## src/rtl/fbase_pkg.sv

```systemverilog
package fbase_pkg;
  localparam int DATA_W     = 32;
  localparam int ADDR_W     = 5;
  localparam int ALIGN_BITS = 2;
  localparam int NUM_PANELS = 2;

  localparam logic [ADDR_W-1:0] OFS_CTRL  = 5'h00;
  localparam logic [ADDR_W-1:0] OFS_UPPER = 5'h04;
  localparam logic [ADDR_W-1:0] OFS_LOWER = 5'h08;
  localparam logic [ADDR_W-1:0] OFS_MASK  = 5'h0C;
  localparam logic [ADDR_W-1:0] OFS_RAW   = 5'h10;
  localparam logic [ADDR_W-1:0] OFS_MSTAT = 5'h14;
  localparam logic [ADDR_W-1:0] OFS_CLEAR = 5'h18;

  typedef enum logic [2:0] {
    SEL_NONE, SEL_CTRL, SEL_UPPER, SEL_LOWER,
    SEL_MASK, SEL_RAW, SEL_MSTAT, SEL_CLEAR
  } reg_sel_e;

  function automatic reg_sel_e decode_ofs(input logic [ADDR_W-1:0] ofs);
    case (ofs)
      OFS_CTRL:  return SEL_CTRL;
      OFS_UPPER: return SEL_UPPER;
      OFS_LOWER: return SEL_LOWER;
      OFS_MASK:  return SEL_MASK;
      OFS_RAW:   return SEL_RAW;
      OFS_MSTAT: return SEL_MSTAT;
      OFS_CLEAR: return SEL_CLEAR;
      default:   return SEL_NONE;
    endcase
  endfunction

  function automatic logic [DATA_W-1:0] word_align(input logic [DATA_W-1:ALIGN_BITS] hi);
    return {hi, {ALIGN_BITS{1'b0}}};
  endfunction
endpackage

```

## src/rtl/fbase_regbank.sv

```systemverilog
module fbase_regbank
  import fbase_pkg::*;
(
  input  logic              clk,
  input  logic              rst_n,
  input  logic              bus_sel,
  input  logic              bus_wr,
  input  logic [ADDR_W-1:0] bus_addr,
  input  logic [DATA_W-1:0] bus_wdata,
  output logic [NUM_PANELS-1:0][DATA_W-1:0] prog_base,
  output logic              ctrl_en,
  output logic              irq_mask,
  output logic              clr_hit
);
  reg_sel_e wsel;
  logic     wr_evt;

  assign wsel   = decode_ofs(bus_addr);
  assign wr_evt = bus_sel & bus_wr;

  for (genvar p = 0; p < NUM_PANELS; p++) begin : g_panel
    localparam reg_sel_e MY_SEL = (p == 0) ? SEL_UPPER : SEL_LOWER;
    logic [DATA_W-1:ALIGN_BITS] hi_q;
    always_ff @(posedge clk) begin
      if (!rst_n)                          hi_q <= '0;
      else if (wr_evt && wsel == MY_SEL)   hi_q <= bus_wdata[DATA_W-1:ALIGN_BITS];
    end
    assign prog_base[p] = word_align(hi_q);
  end

  always_ff @(posedge clk) begin
    if (!rst_n) begin
      ctrl_en  <= 1'b0;
      irq_mask <= 1'b0;
    end else if (wr_evt) begin
      if (wsel == SEL_CTRL) ctrl_en  <= bus_wdata[0];
      if (wsel == SEL_MASK) irq_mask <= bus_wdata[0];
    end
  end

  assign clr_hit = wr_evt && (wsel == SEL_CLEAR) && bus_wdata[0];
endmodule

```

## src/rtl/fbase_current.sv

```systemverilog
module fbase_current
  import fbase_pkg::*;
(
  input  logic clk,
  input  logic rst_n,
  input  logic vsync,
  input  logic ctrl_en,
  input  logic [NUM_PANELS-1:0][DATA_W-1:0] prog_base,
  output logic [NUM_PANELS-1:0][DATA_W-1:0] cur_base,
  output logic load_evt
);
  logic en_prev;
  logic en_rise;

  always_ff @(posedge clk) begin
    if (!rst_n) en_prev <= 1'b0;
    else        en_prev <= ctrl_en;
  end

  assign en_rise  = ctrl_en & ~en_prev;
  assign load_evt = vsync | en_rise;

  for (genvar p = 0; p < NUM_PANELS; p++) begin : g_cur
    always_ff @(posedge clk) begin
      if (!rst_n)        cur_base[p] <= '0;
      else if (load_evt) cur_base[p] <= prog_base[p];
    end

    // the current base holds between load events
    a_r3_cur_hold: assert property (@(posedge clk) disable iff (!rst_n)
      !load_evt |=> $stable(cur_base[p]));
    // a vsync copies the value programmed before the edge
    a_r4_vsync_copy: assert property (@(posedge clk) disable iff (!rst_n)
      vsync |=> cur_base[p] == $past(prog_base[p]));
  end
endmodule

```

## src/rtl/fbase_irq.sv

```systemverilog
module fbase_irq (
  input  logic clk,
  input  logic rst_n,
  input  logic vsync,
  input  logic clr_hit,
  input  logic irq_mask,
  output logic stat_q,
  output logic irq
);
  always_ff @(posedge clk) begin
    if (!rst_n)       stat_q <= 1'b0;
    else if (vsync)   stat_q <= 1'b1;
    else if (clr_hit) stat_q <= 1'b0;
  end

  assign irq = stat_q & irq_mask;

  // vsync sets the flag
  a_r6_status_set: assert property (@(posedge clk) disable iff (!rst_n)
    vsync |=> stat_q);
  // clear without vsync drops the flag
  a_r7_clear: assert property (@(posedge clk) disable iff (!rst_n)
    (clr_hit && !vsync) |=> !stat_q);
  // the interrupt never shows without the flag
  a_r8_irq_needs_status: assert property (@(posedge clk) disable iff (!rst_n)
    irq |-> stat_q);
endmodule

```

## src/rtl/fbase_shadow.sv

```systemverilog
module fbase_shadow
  import fbase_pkg::*;
(
  input  logic              clk,
  input  logic              rst_n,
  input  logic              vsync,
  input  logic              bus_sel,
  input  logic              bus_wr,
  input  logic [ADDR_W-1:0] bus_addr,
  input  logic [DATA_W-1:0] bus_wdata,
  output logic [DATA_W-1:0] bus_rdata,
  output logic [DATA_W-1:0] cur_upper,
  output logic [DATA_W-1:0] cur_lower,
  output logic              irq
);
  logic [NUM_PANELS-1:0][DATA_W-1:0] prog_base;
  logic [NUM_PANELS-1:0][DATA_W-1:0] cur_base;
  logic ctrl_en, irq_mask, clr_hit, load_evt, stat_q;

  fbase_regbank u_regbank (
    .clk, .rst_n, .bus_sel, .bus_wr, .bus_addr, .bus_wdata,
    .prog_base, .ctrl_en, .irq_mask, .clr_hit
  );

  fbase_current u_current (
    .clk, .rst_n, .vsync, .ctrl_en, .prog_base, .cur_base, .load_evt
  );

  fbase_irq u_irq (
    .clk, .rst_n, .vsync, .clr_hit, .irq_mask, .stat_q, .irq
  );

  assign cur_upper = cur_base[0];
  assign cur_lower = cur_base[1];

  always_comb begin
    bus_rdata = '0;
    case (decode_ofs(bus_addr))
      SEL_CTRL:  bus_rdata[0] = ctrl_en;
      SEL_UPPER: bus_rdata    = prog_base[0];
      SEL_LOWER: bus_rdata    = prog_base[1];
      SEL_MASK:  bus_rdata[0] = irq_mask;
      SEL_RAW:   bus_rdata[0] = stat_q;
      SEL_MSTAT: bus_rdata[0] = irq;
      default:   bus_rdata    = '0;
    endcase
  end

  // base registers never read back a nonzero low pair
  a_r2_read_aligned: assert property (@(posedge clk) disable iff (!rst_n)
    (bus_sel && !bus_wr && (bus_addr == OFS_UPPER || bus_addr == OFS_LOWER))
      |-> bus_rdata[ALIGN_BITS-1:0] == '0);
endmodule

```

## config.mk

```make
export PLATFORM = sky130hd
export DESIGN_NAME = fbase_shadow
export DESIGN_NICKNAME = d
export VERILOG_FILES = /design/src/rtl/fbase_pkg.sv /design/src/rtl/fbase_regbank.sv /design/src/rtl/fbase_current.sv /design/src/rtl/fbase_irq.sv /design/src/rtl/fbase_shadow.sv
export SDC_FILE = /design/constraint.sdc
export NUM_CORES = 1
export LEC_CHECK = 0
export ABC_AREA = 1
export BUFFER_PORTS_ARGS = -buffer_cell sky130_fd_sc_hd__buf_2
export CORE_MARGIN = 1.5
export CORE_UTILIZATION = 49
export CTS_BUF_LIST = sky130_fd_sc_hd__clkbuf_4 sky130_fd_sc_hd__clkbuf_8
export CTS_CLUSTER_SIZE = 14
export DETAILED_ROUTE_END_ITERATION = 6
export PLACE_DENSITY = 0.77
export SYNTH_ARGS = -nofsm -noshare
export SYNTH_HDL_FRONTEND = slang
export SYNTH_SLANG_ARGS = --single-unit
```

## constraint.sdc

```tcl
create_clock -name clk -period 1.3 [get_ports clk]
set_input_delay 0.325 -clock clk [delete_from_list [all_inputs] [get_ports clk]]
set_output_delay 0.325 -clock clk [all_outputs]
set_load 0.03 [all_outputs]
```

After elaboration in Yosys (flattened, before gate mapping)
Cells that the tools add are included.
{ "totals": {"word_cells": 39, "output_inout_bits": 97, "reg_bits": 124, "in_bits": 42} }
{ "classes": {"bitwise": 5, "n_reduce_logical": 8, "mux": 5, "eq_ne": 13} }
{ "op_table": {"columns": ["operator", "n"], "rows": [
  ["$pmux W31 S2", 1],
  ["$pmux W3 S7", 1],
  ["$eq A5 B5 Y1 const B", 3],
  ["$eq A3 B3 Y1 const B", 4],
  ["$eq A5 B4 Y1 const B", 2],
  ["$eq A3 B2 Y1 const B", 2],
  ["$eq A5 B3 Y1 const B", 1],
  ["$logic_not A5 Y1", 1],
  ["$logic_and A1 B1 Y1", 4],
  ["$pmux W1 S4", 1],
  ["$reduce_and A2 Y1", 2],
  ["$and A1 B1 Y1", 3],
  ["$eq A3 B1 Y1 const B", 1],
  ["$mux W1", 2],
  ["$reduce_bool A2 Y1", 1],
  ["$not A1 Y1", 1],
  ["$or A1 B1 Y1", 1]
]} }

Logic depth before layout (Yosys ltp)
Gate-level depths: netlist of the first run.
{ "logic_depth": {"word_depth": 7, "depth_mapped": 7} }

Cells and area by module
From an unflattened synthesis of the first run, not the netlist that was laid out.
{ "hier_totals": {"cells_unflattened": 952, "area_unflattened_um2": 6309.8} }
{ "modules_own_cells": {"columns": ["mod", "area_each_um2", "cells_each", "seq_area_each_um2", "instances"], "rows": [
  ["fbase_current", 2924.1, 426, 1301.2, 1],
  ["fbase_regbank", 2770.2, 393, 1241.2, 1],
  ["fbase_shadow", 564.3, 125, 0.0, 1],
  ["fbase_irq", 51.3, 8, 20.0, 1]
]} }

Worst setup path after synthesis of the first run
OpenSTA, ideal clock, no wires.
{ "synth_timing": {"kind": "input to output", "startpoint": "input port bus_addr[1]", "endpoint": "output port bus_rdata[10]", "required_ns": 0.975, "slack_ns": -0.206, "n_path_buf": 1, "arrival_time_ns": 1.181, "stages": 6, "cell_sequence": "nor2_2 nand2_4 nor2_4 buf_2 nand2_1 nand2_1"} }
{ "synth_between": {"elab_chain_len": 4, "word_cells_on_any_way": 11} }
{ "synth_lines": {"columns": ["element", "line", "rtl"], "rows": [
  ["from (decl)", "fbase_shadow.sv:9", "input logic [ADDR_W-1:0] bus_addr,"],
  ["$eq A5 B5 Y1, or another cell as far along", "fbase_pkg.sv:21", "case (ofs)"],
  ["$pmux W3 S7 (*)", "fbase_pkg.sv:21", null],
  ["$eq A3 B2 Y1", "fbase_shadow.sv:38", "case (decode_ofs(bus_addr))"],
  ["$pmux W31 S2 (*)", "fbase_shadow.sv:38", null],
  ["to (decl)", "fbase_shadow.sv:11", "output logic [DATA_W-1:0] bus_rdata,"]
]} }
Mark *: on every way between the ends. The rest lies on a longest branch, timed or not.

Worst setup path in the final report of the first run
{ "layout_timing": {"startpoint": "input port bus_addr[0]", "endpoint": "output port bus_rdata[16]"} }
The elaborated chain is that of the path after synthesis.

==> metrics.cfg, run 1 <==
[sta]
period_share_pct=131
final_max_slew_viol_count=0
hold_ws_ns=0.199
rsz0062_at_grt=yes
post-route-min-period_ns=1.70
fin_setup_tns_ns=-10.82
worst_slack_ns=-0.398
fmax_mhz=589
fin_skew_ns=0.00976
finalSetupViolCount=32
hold_violations=0

[synthesis]
ys_warn_count=0
postSynthAreaPerCell_um2=6.81
yosysTopAreaCell=dfxtp_1
synth-main-ff-cell=dfxtp_1
netlist_top_cells_area=dfxtp_1 (47%), nor2_1 (18%), nand2_1 (12%)
synth_enable_flop_cells=0
synth_area_um2=5230
ys_ff_latch=124
async_reset_ff_share_pct=0
seq_area_frac_synth_pct=47.5
synth_commonest_cells=nor2_1 (247), nand2_1 (163), dfxtp_1 (124), nand3_1 (62), o21ai_0 (61)
synth.distinct_cells=22
yosysMostFrequentCell=nor2_1
synthCells=768
yosysTopAreaCellShare_pct=47.5

[cts]
cts.path.max_buffers=2
clkSlewWorstSetupHoldPaths_ns=0.07
cts_max_level=4
numCtsBuffers=17
hold_buffers=0
clk_latency_ns=0.42
cts_sinks=124
cts_tree=done
clockRootBuffer=clkbuf_8

[worst_setup_path]
crit_required_ns=0.98
worstPathMaxFanout=13
critical_path_buf_inv_count=4
cp_top_family=simple AND/OR/NAND/NOR gates
worstSetupPathType=in2out
crit_path_start_kind=input port
slowest_stage=nor2_4
cp_slowest_stage_delay_ns=0.15
worstPathArrival_ns=1.37
path_cells=buf_6, nor2_4, nand2_4, nor2_4, buf_12, buf_12, nand2_1, nand2_4, buf_6
worstSetupEndpointType=output port

[floorplanning]
die_area_um2=11300
initial_core_util_pct=50.7
fp.coreArea_um2=10300
fp.dieH_um=106
fp-row-count=37
die_width_um=106
io_pins=139

[route]
postRouteAntennaNets=0
wl_per_cell_um=13.5
drt_wl_total_mm=14.4
first_pass_iters=5
vias=5294
drc=0
viasPerCell=4.98
drt_iter0_drc=369

[placement]
dp_hpwl_mm=8.66
dp_cells=1019
port_buffers=132
gp_congestion=0.824

[global_route]
grt_first_pass_wirelength_mm=21.7
grt_max_degree=57
grt_pass1_vias=4518
grt_use_total_pct=24.4
grt_overflow=0
grt_antenna_before_repair=0

[pwr]
p_leak_nw=3.64
ir_drop_mv=0.613
power_density_nw_per_um2=1090

[layout]
nets=959
drive_gt1_share_pct=32.4
fillers=831
fin_cells=1064
seq_area_um2=2500
multiInputGateArea_um2=2650
num_antenna_cells=0
area.growth.synth_to_final_pct=44.7

[outcome]
status=finished, violations left
violations=negative setup slack

[job]
cap_viol_max_count=0

[hold_path]
min_path_type=in2reg

-- final timing paths --
| check | start | end | slack [ns] | depth (start not counted) |
|---|---|---|---|---|
| max | bus_addr[0] | bus_rdata[16] | -0.40 | 9 |
| min | vsync | u_irq.stat_q | 0.20 | 3 |
| max reg2reg | u_regbank.ctrl_en | u_current.cur_base[24] | 0.11 | 4 |
| min reg2reg | u_regbank.ctrl_en | u_current.en_prev | 0.47 | 2 |
-- stage by stage --
| stage | worst slack [ns] | power (mW) | cell area [µm²] | utilization [%] |
|---|---|---|---|---|
| after global routing | -0.454 | 8.57 | 7570 | 73.3 |
| final | -0.398 | 8.22 | 7570 | 73.3 |
| after CTS | -0.394 | 8.18 | 7140 | 69.2 |
| after floorplan | -0.0840 | 4.65 | 5510 | - |
| after detailed placement | -0.447 | 4.96 | 6400 | 62.0 |
| after global placement | -0.397 | 4.95 | 6400 | 62.0 |
-- registers in the layout, summed over array words and instances, names as in the netlist --
signal / flops
u_current.cur_base: 60
u_current.en_prev: 1
u_irq.stat_q: 1
u_regbank.ctrl_en: 1
u_regbank.g_panel.hi_q: 60
u_regbank.irq_mask: 1
-- power by group --
| group | internal, mW | total [mW] | switching (mW) |
|---|---|---|---|
| clock network | 1.75 | 3.21 | 1.46 |
| logic | 0.394 | 1.02 | 0.630 |
| registers | 3.91 | 3.99 | 0.0740 |
| total | 6.05 | 8.22 | 2.16 |
-- what timing repair did --
item / in CTS / in global routing
endpoints found under the setup margin: 47 / 94
gates resized for setup: 83 / 174
endpoints found under the hold margin: 0 / 0
cloned: 2 / 2
pin swaps: 4 / 5
buffers inserted: 6 / 7
-- cells in the final DEF (no fill, tap or decap), types with 5 or more instances in the layout --
| cell | count |
|---|---|
| buf_12 | 12 |
| buf_2 | 37 |
| buf_4 | 63 |
| buf_6 | 62 |
| clkbuf_8 | 18 |
| clkinvlp_4 | 5 |
| conb_1 | 5 |
| dfxtp_1 | 106 |
| dfxtp_2 | 18 |
| inv_1 | 39 |
| nand2_1 | 103 |
| nand2_2 | 24 |
| nand2_4 | 39 |
| nand3_1 | 62 |
| nor2_1 | 247 |
| o21ai_0 | 61 |
-- metal layers --
metal	global-route usage, %	vias to the layer above	share of wire [%]
li1	-	2656	-
met1	32.8	2434	43
met2	38.6	188	50
met3	6.32	16	5.8
met4	6.95	0	1.2
met5	0	-	0
-- logic make-up (layout without fill, tap and decap cells) --
group	count (synthesis)	in the layout	synth area share, %
AO/OA/AOI/OAI	67	67	6.58
flip-flops	124	124	47.5
AND/OR/NAND/NOR	480	480	37.0
other	1	5	0.0717
buffers and inverters	96	252	8.90
-- cell type report --
class                   count  share of cell area, %
multi-input cells         552                   35.1
flip-flops and latches    124                   33.1
inverters                  42                   2.08
well taps                 136                   2.25
clock inverters            11                   1.60
repair buffers            180                   22.5
clock buffers              19                   3.37
-- worst reg2reg max path, delay by kind of cell, from the launching register on --
kind | cells | cell delay, ns
AOI/OAI and AO/OA | 2 | 0.36
DFF | 1 | 0.35
and+or+nand+nor | 1 | 0.11
buffers and inverters | 1 | 0.31
(Power assumes the default switching activity.)
==> inputs of run 2 (changes only) <==
--- a/config.mk
+++ b/config.mk
@@ -10,6 +10,6 @@
 export CORE_MARGIN = 1.5
 export CORE_UTILIZATION = 49
-export CTS_BUF_LIST = sky130_fd_sc_hd__clkbuf_4 sky130_fd_sc_hd__clkbuf_8
-export CTS_CLUSTER_SIZE = 14
+export CTS_BUF_LIST = sky130_fd_sc_hd__clkbuf_4
+export CTS_CLUSTER_SIZE = 24
 export DETAILED_ROUTE_END_ITERATION = 6
 export PLACE_DENSITY = 0.77
==> constraint.sdc (replaced) <==
create_clock -name clk -period 1.3 [get_ports clk]
set_input_delay 0.065 -clock clk [delete_from_list [all_inputs] [get_ports clk]]
set_output_delay 0.065 -clock clk [all_outputs]
set_load 0.03 [all_outputs]
==> run 2 against run 1 <==
Against the previous run:
- the run still ends with negative setup slack left
- sequential power is essentially flat
- first-iteration DRC count increased by 80%
- combinational power grew 5%
- worst hold slack got worse by 0.19 ns
- register-to-register slack lost 0.06 ns
- die area stayed put
- cell count rose by 4.4%
- worst setup slack better by 0.27 ns
==> metrics.cfg, run 2 (synthesized netlist as in run 1, its figures left out) <==
[outcome]
status=finished, violations left
violations=negative setup slack

[cts]
cts.path.max_buffers=2  ; unchanged
clk_latency_ns=0.53  ; +0.11 ns
cts_sinks=124  ; unchanged
cts_max_level=4  ; unchanged
numCtsBuffers=17  ; unchanged
cts_tree=done
clkSlewWorstSetupHoldPaths_ns=0.11  ; +0.04 ns
clockRootBuffer=clkbuf_4

[global_route]
grt_first_pass_wirelength_mm=23.2  ; +6.8%
busiest_layer=met2
grt_use_total_pct=26.0  ; +1.7 points
globalRouteMet2Util_pct=42.8  ; +4.2 points
met3_usage_pct=5.52  ; -0.80 points
grt_antenna_before_repair=1  ; +1
use_met1_pct=33.2  ; +0.43 points
grt_overflow=0  ; unchanged
grt_max_degree=50  ; -12%
grt_pass1_vias=4912  ; +8.7%

[placement]
post-place-ws_ns=0.0748  ; +0.522 ns
port_buffers=132  ; unchanged
gp_congestion=0.854  ; +3.7%
placed_area_um2=6070  ; -5.1%
dp_hpwl_mm=8.63  ; -0.42%

[hold_path]
hold_depth=5  ; +2
min_from=bus_addr[2]
min_path_type=in2reg
hold_path_end=u_regbank.irq_mask

[worst_setup_path]
worstSetupPathType=reg2out
worstPathArrival_ns=1.36  ; about the same
crit_start=u_irq.stat_q
r2r_slack_ns=0.05  ; -0.06 ns
crit_required_ns=1.24  ; +0.26 ns
crit_path_start_kind=register
worstSetupEndpointType=output port
r2r_cells=4  ; unchanged
critical_path_buf_inv_count=1  ; -3
worstPathMaxFanout=2  ; -11
path_cells=nand2_1, nand2_1, o211ai_1, a21oi_1, buf_4
slowest_stage=dfxtp_2
crit_top_cell=nand2_1
cp_slowest_stage_delay_ns=0.35  ; +0.20 ns
timing.rr.end=u_current.cur_base[13]
rr_startpoint=u_regbank.ctrl_en
cp_top_family=flip-flops

[floorplanning]
fp.coreArea_um2=10300  ; unchanged
fp.dieH_um=106  ; unchanged
die_area_um2=11300  ; unchanged
initial_core_util_pct=50.7  ; unchanged
io_pins=139  ; unchanged
fp-row-count=37  ; unchanged
die_width_um=106  ; unchanged

[sta]
fin_setup_tns_ns=-0.197  ; +10.62 ns
hold_violations=0  ; unchanged
final_max_slew_viol_count=0  ; unchanged
fmax_mhz=700  ; +19%
finalSetupViolCount=2  ; -94%
worst_slew_pin_slew_ns=0.646
rsz0062_at_grt=yes
post-route-min-period_ns=1.43  ; -0.270 ns
worst_slack_ns=-0.128  ; +0.270 ns
period_share_pct=110  ; -21 points
fin_skew_ns=0.0169  ; +0.00718 ns
max_slew_margin_pct=56.8

[pwr]
switchingPower_mw=2.22  ; +2.7%
seq_power_share_pct=51.7  ; +3.2 points
p_sw_share_pct=29.0  ; +2.7 points
p_comb_share_pct=14.0  ; +1.5 points
pwr-share-clk_pct=34.2  ; -4.8 points
p_leak_nw=3.56  ; -2.1%
p_int_mw=5.45  ; -10%
power_density_nw_per_um2=1050  ; -3.0%
ir_drop_mv=0.520  ; -15%

[route]
drt_wl_total_mm=15.5  ; +7.5%
first_pass_iters=6  ; +1
vias=5647  ; +6.7%
wl_per_cell_um=13.9  ; +2.9%
postRouteAntennaNets=0  ; unchanged
drt_iter0_drc=666  ; +80%
viasPerCell=5.08  ; +2.2%
drc=0  ; unchanged

[layout]
fin_area_um2=7280  ; -3.8%
mostFrequentLayoutCell=nor2_1
drive_gt1_share_pct=28.4  ; -4.0 points
area.growth.synth_to_final_pct=39.2
final_cell_mix=nor2_1 (245), nand2_1 (156), buf_2 (99), dfxtp_1 (64), nand3_1 (62)
nets=1003  ; +4.6%
reg.largest.list=u_current.cur_base: 60 flops, u_regbank.g_panel.hi_q: 60 flops

[job]
cap_viol_max_count=0  ; unchanged

[run 2: power by group through the flow]
stage                     registers (mW)  logic (mW)  clock network, mW
after floorplan                     4.23       0.416                  0
after global routing                3.98        1.16               2.82
after detailed placement            4.05       0.890                  0
final                               3.97        1.07               2.63
after global placement              4.05       0.883                  0
after CTS                           3.97        1.04               2.64
[run 2: repair_timing]
action,in CTS,in global routing
buffers inserted,1,11
pin swaps,1,5
gates resized for setup,27,106
hold endpoints to repair,75,16
endpoints found under the setup margin,17,58
hold buffers,60,2
[run 2: per-layer routing]
| metal | vias to the layer above | share of wire, % |
|---|---|---|
| li1 | 2749 | - |
| met1 | 2551 | 41 |
| met4 | 0 | 2.8 |
| met5 | - | 0 |
| met2 | 294 | 48 |
| met3 | 53 | 8.5 |
[run 2: how the worst max path moves through the flow]
stage / cells after the start / slack (ns) / to
global placement: 8 / 0.10 / bus_rdata[20]
global route: 5 / -0.27 / bus_rdata[0]
CTS: 5 / -0.14 / bus_rdata[0]
finish: 5 / -0.13 / bus_rdata[0]
floorplan: 5 / 0.21 / u_current.cur_base[10]
detailed placement: 5 / 0.07 / u_current.cur_base[35]
[run 2: worst register-to-register path, delay by kind of cell (launching register included)]
kind	cells	cell delay, ns
compound gates	2	0.39
flops	1	0.37
simple gates	1	0.18
buf+inv	1	0.24
[run 2: area by class of cell]
| class | count | area, µm² |
|---|---|---|
| fillers | 839 | 3050 |
| flip-flops and latches | 124 | 2560 |
| multi-input cells | 552 | 2330 |
| repair buffers | 224 | 1790 |
| well taps | 136 | 170 |
| inverters | 42 | 158 |
| clock inverters | 15 | 150 |
| clock buffers | 17 | 128 |
| diodes | 1 | 2.50 |
[run 2: per-stage QoR]
stage	instances	hold WS, ns	utilization [%]	total power, mW
finish	1111	0.00584	70.5	7.67
global route	1111	-0.00197	70.5	7.97
CTS	1100	0.00643	68.0	7.65
detailed placement	1007	0.354	58.8	4.94
global placement	1007	0.349	58.8	4.93
floorplan	772	0.206	-	4.65
